--- src/rtl/mulPkg.sv ---
package mulPkg;
  localparam int OP_W   = 16;
  localparam int BYTE_W = 8;
  localparam int CORE_W = OP_W + 1;
  localparam int PROD_W = 2 * OP_W + 1;
  localparam int ACC_W  = 40;
  localparam int MCU_W  = 2 * OP_W;
  localparam int HALF_W = 2 * BYTE_W;

  typedef struct packed {
    logic loadDsp;
    logic loadMcu;
    logic byteOps;
    logic fracScale;
  } mulCtrl_t;
endpackage

--- src/rtl/mulCtrl.sv ---
module mulCtrl
  import mulPkg::*;
(
  input  logic     fracMode,
  input  logic     byteMode,
  input  logic     mcuMode,
  output mulCtrl_t ctrl
);
  always_comb begin
    ctrl.loadDsp   = ~mcuMode;
    ctrl.loadMcu   = mcuMode;
    ctrl.byteOps   = mcuMode & byteMode;
    ctrl.fracScale = ~mcuMode & fracMode;
  end
endmodule

--- src/rtl/mulOpExtend.sv ---
module mulOpExtend #(
  parameter int IN_W   = 16,
  parameter int NARROW = 8,
  parameter int OUT_W  = 17
) (
  input  logic [IN_W-1:0]  opIn,
  input  logic             isSigned,
  input  logic             narrow,
  output logic [OUT_W-1:0] opOut
);
  localparam int PAD_WIDE   = OUT_W - IN_W;
  localparam int PAD_NARROW = OUT_W - NARROW;

  logic wideSign;
  logic narrowSign;

  always_comb begin
    wideSign   = isSigned & opIn[IN_W-1];
    narrowSign = isSigned & opIn[NARROW-1];
    if (narrow)
      opOut = {{PAD_NARROW{narrowSign}}, opIn[NARROW-1:0]};
    else
      opOut = {{PAD_WIDE{wideSign}}, opIn};
  end
endmodule

--- src/rtl/mulDatapath.sv ---
module mulDatapath
  import mulPkg::*;
(
  input  logic              clk,
  input  logic              rstN,
  input  mulCtrl_t          ctrl,
  input  logic [OP_W-1:0]   opA,
  input  logic [OP_W-1:0]   opB,
  input  logic              aSigned,
  input  logic              bSigned,
  output logic [ACC_W-1:0]  prod40,
  output logic [MCU_W-1:0]  mcuResult
);
  localparam int GUARD_W = ACC_W - PROD_W;

  logic [OP_W-1:0]   opsIn  [2];
  logic              sgnIn  [2];
  logic [CORE_W-1:0] opsExt [2];

  assign opsIn[0] = opA;
  assign opsIn[1] = opB;
  assign sgnIn[0] = aSigned;
  assign sgnIn[1] = bSigned;

  for (genvar i = 0; i < 2; i++) begin : g_ext
    mulOpExtend #(.IN_W(OP_W), .NARROW(BYTE_W), .OUT_W(CORE_W)) uExt (
      .opIn    (opsIn[i]),
      .isSigned(sgnIn[i]),
      .narrow  (ctrl.byteOps),
      .opOut   (opsExt[i])
    );
  end

  logic signed [PROD_W-1:0] rawProd;
  logic        [PROD_W-1:0] scaled;
  logic        [ACC_W-1:0]  dspNext;
  logic        [MCU_W-1:0]  mcuNext;

  always_comb begin
    rawProd = $signed(opsExt[0]) * $signed(opsExt[1]);
    scaled  = ctrl.fracScale ? {rawProd[PROD_W-2:0], 1'b0} : rawProd;
    dspNext = {{GUARD_W{scaled[PROD_W-1]}}, scaled};
    if (ctrl.byteOps)
      mcuNext = {{(MCU_W-HALF_W){1'b0}}, rawProd[HALF_W-1:0]};
    else
      mcuNext = rawProd[MCU_W-1:0];
  end

  always_ff @(posedge clk or negedge rstN) begin
    if (!rstN) begin
      prod40    <= '0;
      mcuResult <= '0;
    end else begin
      if (ctrl.loadDsp) prod40    <= dspNext;
      if (ctrl.loadMcu) mcuResult <= mcuNext;
    end
  end

  p_dsp_hold_r9: assert property (@(posedge clk) disable iff (!rstN)
    ctrl.loadMcu |=> $stable(prod40));
  p_mcu_hold_r9: assert property (@(posedge clk) disable iff (!rstN)
    ctrl.loadDsp |=> $stable(mcuResult));
  p_frac_lsb_r6: assert property (@(posedge clk) disable iff (!rstN)
    ctrl.fracScale |=> (prod40[0] == 1'b0));
  p_byte_upper_r8: assert property (@(posedge clk) disable iff (!rstN)
    ctrl.byteOps |=> (mcuResult[MCU_W-1:HALF_W] == '0));
  p_unsigned_pos_r3: assert property (@(posedge clk) disable iff (!rstN)
    (ctrl.loadDsp && !ctrl.fracScale && !aSigned && !bSigned) |=> !prod40[ACC_W-1]);
  p_reset_zero_r1: assert property (@(posedge clk)
    !rstN |-> (prod40 == '0 && mcuResult == '0));
endmodule

--- src/rtl/mulDualPath.sv ---
module mulDualPath
  import mulPkg::*;
(
  input  logic        clk,
  input  logic        rstN,
  input  logic [15:0] opA,
  input  logic [15:0] opB,
  input  logic        aSigned,
  input  logic        bSigned,
  input  logic        fracMode,
  input  logic        byteMode,
  input  logic        mcuMode,
  output logic [39:0] prod40,
  output logic [31:0] mcuResult
);
  mulCtrl_t ctrl;

  mulCtrl uCtrl (
    .fracMode(fracMode),
    .byteMode(byteMode),
    .mcuMode (mcuMode),
    .ctrl    (ctrl)
  );

  mulDatapath uDp (
    .clk      (clk),
    .rstN     (rstN),
    .ctrl     (ctrl),
    .opA      (opA),
    .opB      (opB),
    .aSigned  (aSigned),
    .bSigned  (bSigned),
    .prod40   (prod40),
    .mcuResult(mcuResult)
  );
endmodule

--- config.mk ---
export PLATFORM = sky130hd
export DESIGN_NAME = mulDualPath
export DESIGN_NICKNAME = d
export VERILOG_FILES = /design/src/rtl/mulPkg.sv /design/src/rtl/mulCtrl.sv /design/src/rtl/mulOpExtend.sv /design/src/rtl/mulDatapath.sv /design/src/rtl/mulDualPath.sv
export SDC_FILE = /design/constraint.sdc
export NUM_CORES = 1
export LEC_CHECK = 0
export ABC_AREA = 1
export BUFFER_PORTS_ARGS = -buffer_cell sky130_fd_sc_hd__buf_4
export CORE_UTILIZATION = 55
export CTS_CLUSTER_DIAMETER = 60
export CTS_CLUSTER_SIZE = 30
export DETAILED_ROUTE_END_ITERATION = 12
export GPL_TIMING_DRIVEN = 1
export PLACE_DENSITY = 0.8
export SYNTH_ARGS = -nofsm -noshare
export SYNTH_HDL_FRONTEND = slang
export SYNTH_HIERARCHICAL = 1
export SYNTH_SLANG_ARGS = --single-unit
--- constraint.sdc ---
create_clock -name clk -period 1.4 [get_ports clk]
set_input_delay 0.28 -clock clk [delete_from_list [all_inputs] [get_ports clk]]
set_output_delay 0.28 -clock clk [all_outputs]
set_load 0.05 [all_outputs]
==> results.py, run 1 <==
metrics = {
    "status": {
        "status": "complete, but fails checks",
        "failed_checks": "negative setup slack",
    },
    "placed_design": {
        "place_congestion": 0.910,
        "port_buffers": 110,
        "place_hpwl_mm": 33.0,
        "placed_area_mm2": 0.0173,
    },
    "sta": {
        "timing.final.ws_setup_ps": -4310,
        "skew_ps": 0,
        "maxSlewViolCount": 0,
        "hold_viol": 0,
        "timing.fmax_mhz": 175,
        "post-route-period-util": 4.08,
        "grt_setup_unrepaired": "yes",
        "worst_pin_slew_ps": 581,
        "period_minus_slack_ps": 5710,
        "setup_viol": 61,
        "maxSlewHeadroom": 0.612,
    },
    "setup_path": {
        "criticalPathCategory": "input pin to flop",
        "r2r_slack_ps": 420,
        "crit_start": "opB[3]",
        "worst_ep_required_time_ps": 1670,
        "slowest_stage": "fa_1",
        "crit_fanout": 7,
        "crit_arrival_ps": 5980,
        "max_stage_delay_ps": 770,
        "crit_buf_inv": 5,
        "crit_family": "adder cells",
        "critPathLaunchType": "input pin",
        "crit-reg2reg-launch": "uDp/prod40[32]",
        "cp_cell_sequence": "buf_4 > buf_4 > nand2_1 > inv_1 > fa_1 > fa_1 > ha_2 > inv_1 > fa_1 > fa_1 > fa_1 > inv_2 > ha_4 > nand2_4 > nor2_4 > nand2_2 > nand3_4 > nand2_2 > nand2_4 > nand3_1 > nand3b_1 > nand3_1 > nand3_2",
        "critPathCaptureType": "flop",
        "crit_top_cell": "fa_1",
    },
    "synthesis": {
        "synthFlopType": "dfrtp_1",
        "synthMuxAreaShare": 0,
        "yosys.area_share.adder": 0.475,
        "synth_largest_area_cell": "fa_1",
        "synth_compound_area_frac": 0.0361,
        "syn_nets": 2255,
        "synth_area_mm2": 0.0144,
        "synth_top_family_by_area": "adder cells",
        "synth-edff-count": 0,
        "synthSimpleGateAreaFrac": 0.206,
        "synth-async-reset-ratio": 1.00,
        "yosysWarnings": 6,
        "netlist_instances": 1843,
        "synth-seq-cells": 65,
        "syn_avg_cell_area_um2": 7.81,
        "synthXorXnorAreaFrac": 0.0103,
        "synth_cell_types": 35,
        "seq_area_frac_synth": 0.113,
        "synth_commonest_cells": "524 x nand2_1, 474 x inv_1, 290 x fa_1, 88 x nand3_1, 83 x ha_1",
        "synth_area_leaders": "fa_1 40%, nand2_1 14%, inv_1 12%",
        "synth.most_common_cell": "nand2_1",
        "yosysTopAreaCellShare": 0.403,
    },
    "final_layout": {
        "fin_util": 0.797,
        "drive_above_1_share": 0.377,
        "layout.nets": 2516,
        "final_cell_area_mm2": 0.0202,
        "syn2layout_area_growth_pct": 40.5,
        "antennaDiodeCount": 0,
    },
    "clock_network": {
        "cts_root_buffer": "clkbuf_16",
        "clock-sinks": 65,
        "cts_buffers": 9,
        "clock_path_buffers": 2,
        "cts.clk_slew.worst_paths_ps": 50,
        "worstSkewPairLatency_ps": 340,
        "tritoncts": "built",
        "htree_levels": 3,
    },
    "routing": {
        "drt-total-wl_mm": 54.8,
        "routedWlPerCell_um": 22.5,
        "avgViaCountPerCell": 5.88,
        "drc": 0,
        "drt_pre_antenna_iters": 6,
        "vias": 14300,
        "ant_nets": 0,
        "drt_iter0_markers": 1764,
    },
    "grt": {
        "antenna_found_initial": 1,
        "grt_max_degree": 66,
        "grt_pass1_wl_mm": 71.7,
        "grtUsageTotal": 0.349,
        "grt_pass1_vias": 14600,
        "overflow": 0,
    },
    "floorplanning": {
        "die_h_um": 164,
        "num_rows": 58,
        "die-width_um": 164,
        "num_io_pins": 111,
        "core_mm2": 0.0254,
        "start_util": 0.567,
        "dieArea_mm2": 0.0268,
    },
    "worst_hold_path": {
        "worstHoldStart": "mcuMode",
        "hold_class": "input pin to flop",
    },
    "flow_run": {
        "drv_cap": 0,
    },
}
## layout by cell type (no fill, tap or decap), types with 6 or more instances in the layout
master and count:
nand2_1 400, inv_1 394, fa_1 275, buf_4 257, nand2_2 77, inv_2 76, dfrtp_1 65, buf_6 50
nand2_4 50, nand3_1 48, ha_4 45, nand3_2 37, nor2_1 34, ha_1 34, buf_12 26, nor2_4 20
fa_2 15, clkbuf_16 14, buf_8 12, o21ai_1 12, a21oi_2 11, nand3_4 10, nor2_2 10, a21oi_4 10
o21ai_2 10, a21oi_1 10, xnor2_4 9, inv_4 8, nand4_1 8, o221ai_2 7, nor3_4 6, o21ai_0 6
o221ai_1 6
## worst paths after layout
check / to / cells past startpoint
min reg2reg: uDp/mcuResult[27] / 2
max reg2reg: uDp/prod40[32] / 3
max: uDp/prod40[17] / 23
min: uDp/mcuResult[15] / 4
max in group asynchronous: uDp/prod40[27] / 3
min in group asynchronous: uDp/prod40[3] / 3
## sequential cells by signal (all words and copies together) (netlist names)
signal	cells
uDp/mcuResult	32
uDp/prod40	33
## metal layers
layer,vias to the layer above,wire [um],global-route usage
met5,-,48,0
met4,2,4760,0.158
met3,454,6200,0.0631
met2,1077,26600,0.628
met1,6957,17300,0.404
li1,5844,-,-
## metrics by stage
stage          setup TNS, ps  worst slack [ps]  cells  hold WS [ps]
3_3_place_gp         -226900             -4750   2367           299
3_5_place_dp         -230840             -4710   2367           301
6_report             -218820             -4310   2439           340
4_1_cts              -202000             -4100   2411           318
2_1_floorplan        -199830             -4010   1843         -15.6
5_1_grt              -223740             -4400   2439           353
## logic make-up (layout without fill, tap and decap cells)
| group | Yosys count | in the layout |
|---|---|---|
| simple gates | 718 | 719 |
| flops | 65 | 65 |
| fa+ha+maj | 373 | 373 |
| compound gates | 84 | 84 |
| buf+inv | 586 | 851 |
| xor+xnor | 17 | 17 |
## repair_timing
| action | in CTS | in global routing |
|---|---|---|
| setup buffers | 24 | 23 |
| hold endpoints to repair | 65 | 0 |
| resized for setup | 243 | 283 |
| setup endpoints to repair | 61 | 67 |
| cloned | 3 | 5 |
| hold buffers | 1 | 0 |
| pin swaps | 72 | 140 |
## area by class of cell
cell class              count  area (um^2)
clock buffers              12          246
clock inverters             4         76.3
fillers                  1340         5160
inverters                 482         1860
multi-input cells        1193        12600
flip-flops and latches     65         1630
well taps                 330          413
repair buffers            352         3360
repair inverters            1         7.51
## worst register-to-register path, cell delays in order, from the launching register on
cell and delay (ps):
dfrtp_1 460, or2_2 310, nand2_1 70, nor2_1 40
Power of run 1 is left out: the tool's default activity adds up to more than one toggle a clock period on the data nets, which glitch-free logic cannot reach.
==> run 2: changes to the inputs <==
RECOVER_POWER = 25   (was default)
==> results.py, run 2 (same netlist as run 1, synthesis figures left out) <==
metrics = {
    "floorplanning": {
        "start_util": 0.567,
        "num_rows": 58,
        "die_h_um": 164,
        "core_mm2": 0.0254,
        "dieArea_mm2": 0.0268,
        "die-width_um": 164,
        "num_io_pins": 111,
    },
    "setup_path": {
        "critPathLaunchType": "input pin",
        "reg2reg_depth": 3,
        "worst_ep_required_time_ps": 1670,
        "crit_arrival_ps": 5970,
        "reg2reg_to": "uDp/prod40[32]",
        "crit_fanout": 7,
        "r2r_slack_ps": 420,
        "crit-reg2reg-launch": "uDp/prod40[32]",
        "critPathCaptureType": "flop",
        "cp-endpoint": "uDp/prod40[17]",
        "crit_start": "opB[3]",
        "criticalPathCategory": "input pin to flop",
    },
    "final_layout": {
        "drive_above_1_share": 0.377,
        "final_cell_mix": "400 x nand2_1, 394 x inv_1, 275 x fa_1",
        "layout.nets": 2516,
        "final_common_cell": "nand2_1",
        "largest_register_ffs": 33,
        "top_regs": "uDp/prod40 x33, uDp/mcuResult x32",
        "antennaDiodeCount": 0,
        "syn2layout_area_growth_pct": 40.4,
        "top_register": "uDp/prod40",
    },
    "sta": {
        "skew_ps": 0,
        "worst_pin_slew_ps": 840,
        "timing.fmax_mhz": 175,
        "grt_setup_unrepaired": "yes",
        "maxSlewViolCount": 0,
        "timing.final.ws_setup_ps": -4300,
        "period_minus_slack_ps": 5700,
        "maxSlewHeadroom": 0.440,
        "post-route-period-util": 4.07,
        "hold_viol": 0,
        "hold-worst-slack_ps": 347,
        "setup_viol": 61,
    },
    "clock_network": {
        "clock_path_buffers": 2,
        "htree_levels": 3,
        "clock-sinks": 65,
        "worstSkewPairLatency_ps": 340,
        "cts_root_buffer": "clkbuf_16",
        "cts_buffers": 9,
        "tritoncts": "built",
        "cts.clk_slew.worst_paths_ps": 60,
    },
    "routing": {
        "drt_pre_antenna_iters": 6,
        "drc": 0,
        "routedWlPerCell_um": 22.5,
        "vias": 14400,
        "drt-total-wl_mm": 54.9,
        "drt_iter0_markers": 1765,
        "ant_nets": 0,
        "avgViaCountPerCell": 5.89,
    },
    "status": {
        "failed_checks": "negative setup slack",
        "status": "complete, but fails checks",
    },
    "placed_design": {
        "place_congestion": 0.910,
        "port_buffers": 110,
        "place_hpwl_mm": 33.0,
    },
    "flow_run": {
        "drv_cap": 0,
    },
    "grt": {
        "antenna_found_initial": 1,
        "grt_max_degree": 66,
        "overflow": 0,
        "grt_pass1_vias": 14600,
        "grtUsageTotal": 0.349,
        "grt_pass1_wl_mm": 71.7,
    },
    "worst_hold_path": {
        "hold_class": "input pin to flop",
    },
}
run 2: area by class of cell:
| cell class | count | area, um^2 |
|---|---|---|
| fillers | 1342 | 5180 |
| well taps | 330 | 413 |
| repair buffers | 352 | 3340 |
| repair inverters | 1 | 7.51 |
| inverters | 482 | 1860 |
| flip-flops and latches | 65 | 1630 |
| clock buffers | 12 | 246 |
| multi-input cells | 1193 | 12600 |
| clock inverters | 4 | 76.3 |
run 2: worst min path at each step:
stage | endpoint | startpoint | slack [ps] | depth (start not counted)
3_5_place_dp | uDp/mcuResult[3] | rstN | 300 | 2
5_1_grt | uDp/mcuResult[14] | mcuMode | 350 | 4
6_report | uDp/mcuResult[14] | mcuMode | 350 | 4
3_3_place_gp | uDp/mcuResult[3] | rstN | 300 | 2
2_1_floorplan | uDp/mcuResult[0] | rstN | -20 | 0
4_1_cts | uDp/mcuResult[14] | mcuMode | 320 | 4
run 2: per-stage QoR:
| stage | setup TNS, ps | utilization | setup slack (ps) | cells | area, um^2 |
|---|---|---|---|---|---|
| final | -219160 | 0.796 | -4300 | 2439 | 20200 |
| after global routing | -223750 | 0.796 | -4400 | 2439 | 20200 |
| after CTS | -202000 | 0.743 | -4100 | 2411 | 18900 |
| after detailed placement | -230840 | 0.681 | -4710 | 2367 | 17300 |
| after global placement | -226900 | 0.681 | -4750 | 2367 | 17300 |
| after floorplan | -199830 | - | -4010 | 1843 | 15400 |
run 2: worst max-delay path, stage by stage:
cell	delay, ps
buf_4	200
buf_4	200
nand2_1	100
inv_1	340
fa_1	530
fa_1	770
ha_2	280
inv_1	50
fa_1	520
fa_1	450
fa_1	570
inv_2	60
ha_4	320
nand2_4	80
nor2_4	160
nand2_2	110
nand3_4	110
nand2_2	80
nand2_4	80
nand3_1	130
nand3b_1	260
nand3_1	180
nand3_2	90
run 2: routing by layer:
| layer | global-route usage | part of all wire | routed length (um) |
|---|---|---|---|
| met1 | 0.404 | 0.31 | 17300 |
| met2 | 0.628 | 0.48 | 26600 |
| met3 | 0.0631 | 0.11 | 6290 |
| met4 | 0.158 | 0.086 | 4710 |
| met5 | 0 | 0.00087 | 48 |
run 2: repair_timing:
action                                 CTS  global route
endpoints found under the hold margin   65             0
resized for setup                      243           283
cloned                                   3             5
pin swaps                               72           140
buffers inserted                        24            23
hold buffers                             1             0
setup endpoints to repair               61            67
Power of run 2 is left out for the same reason.
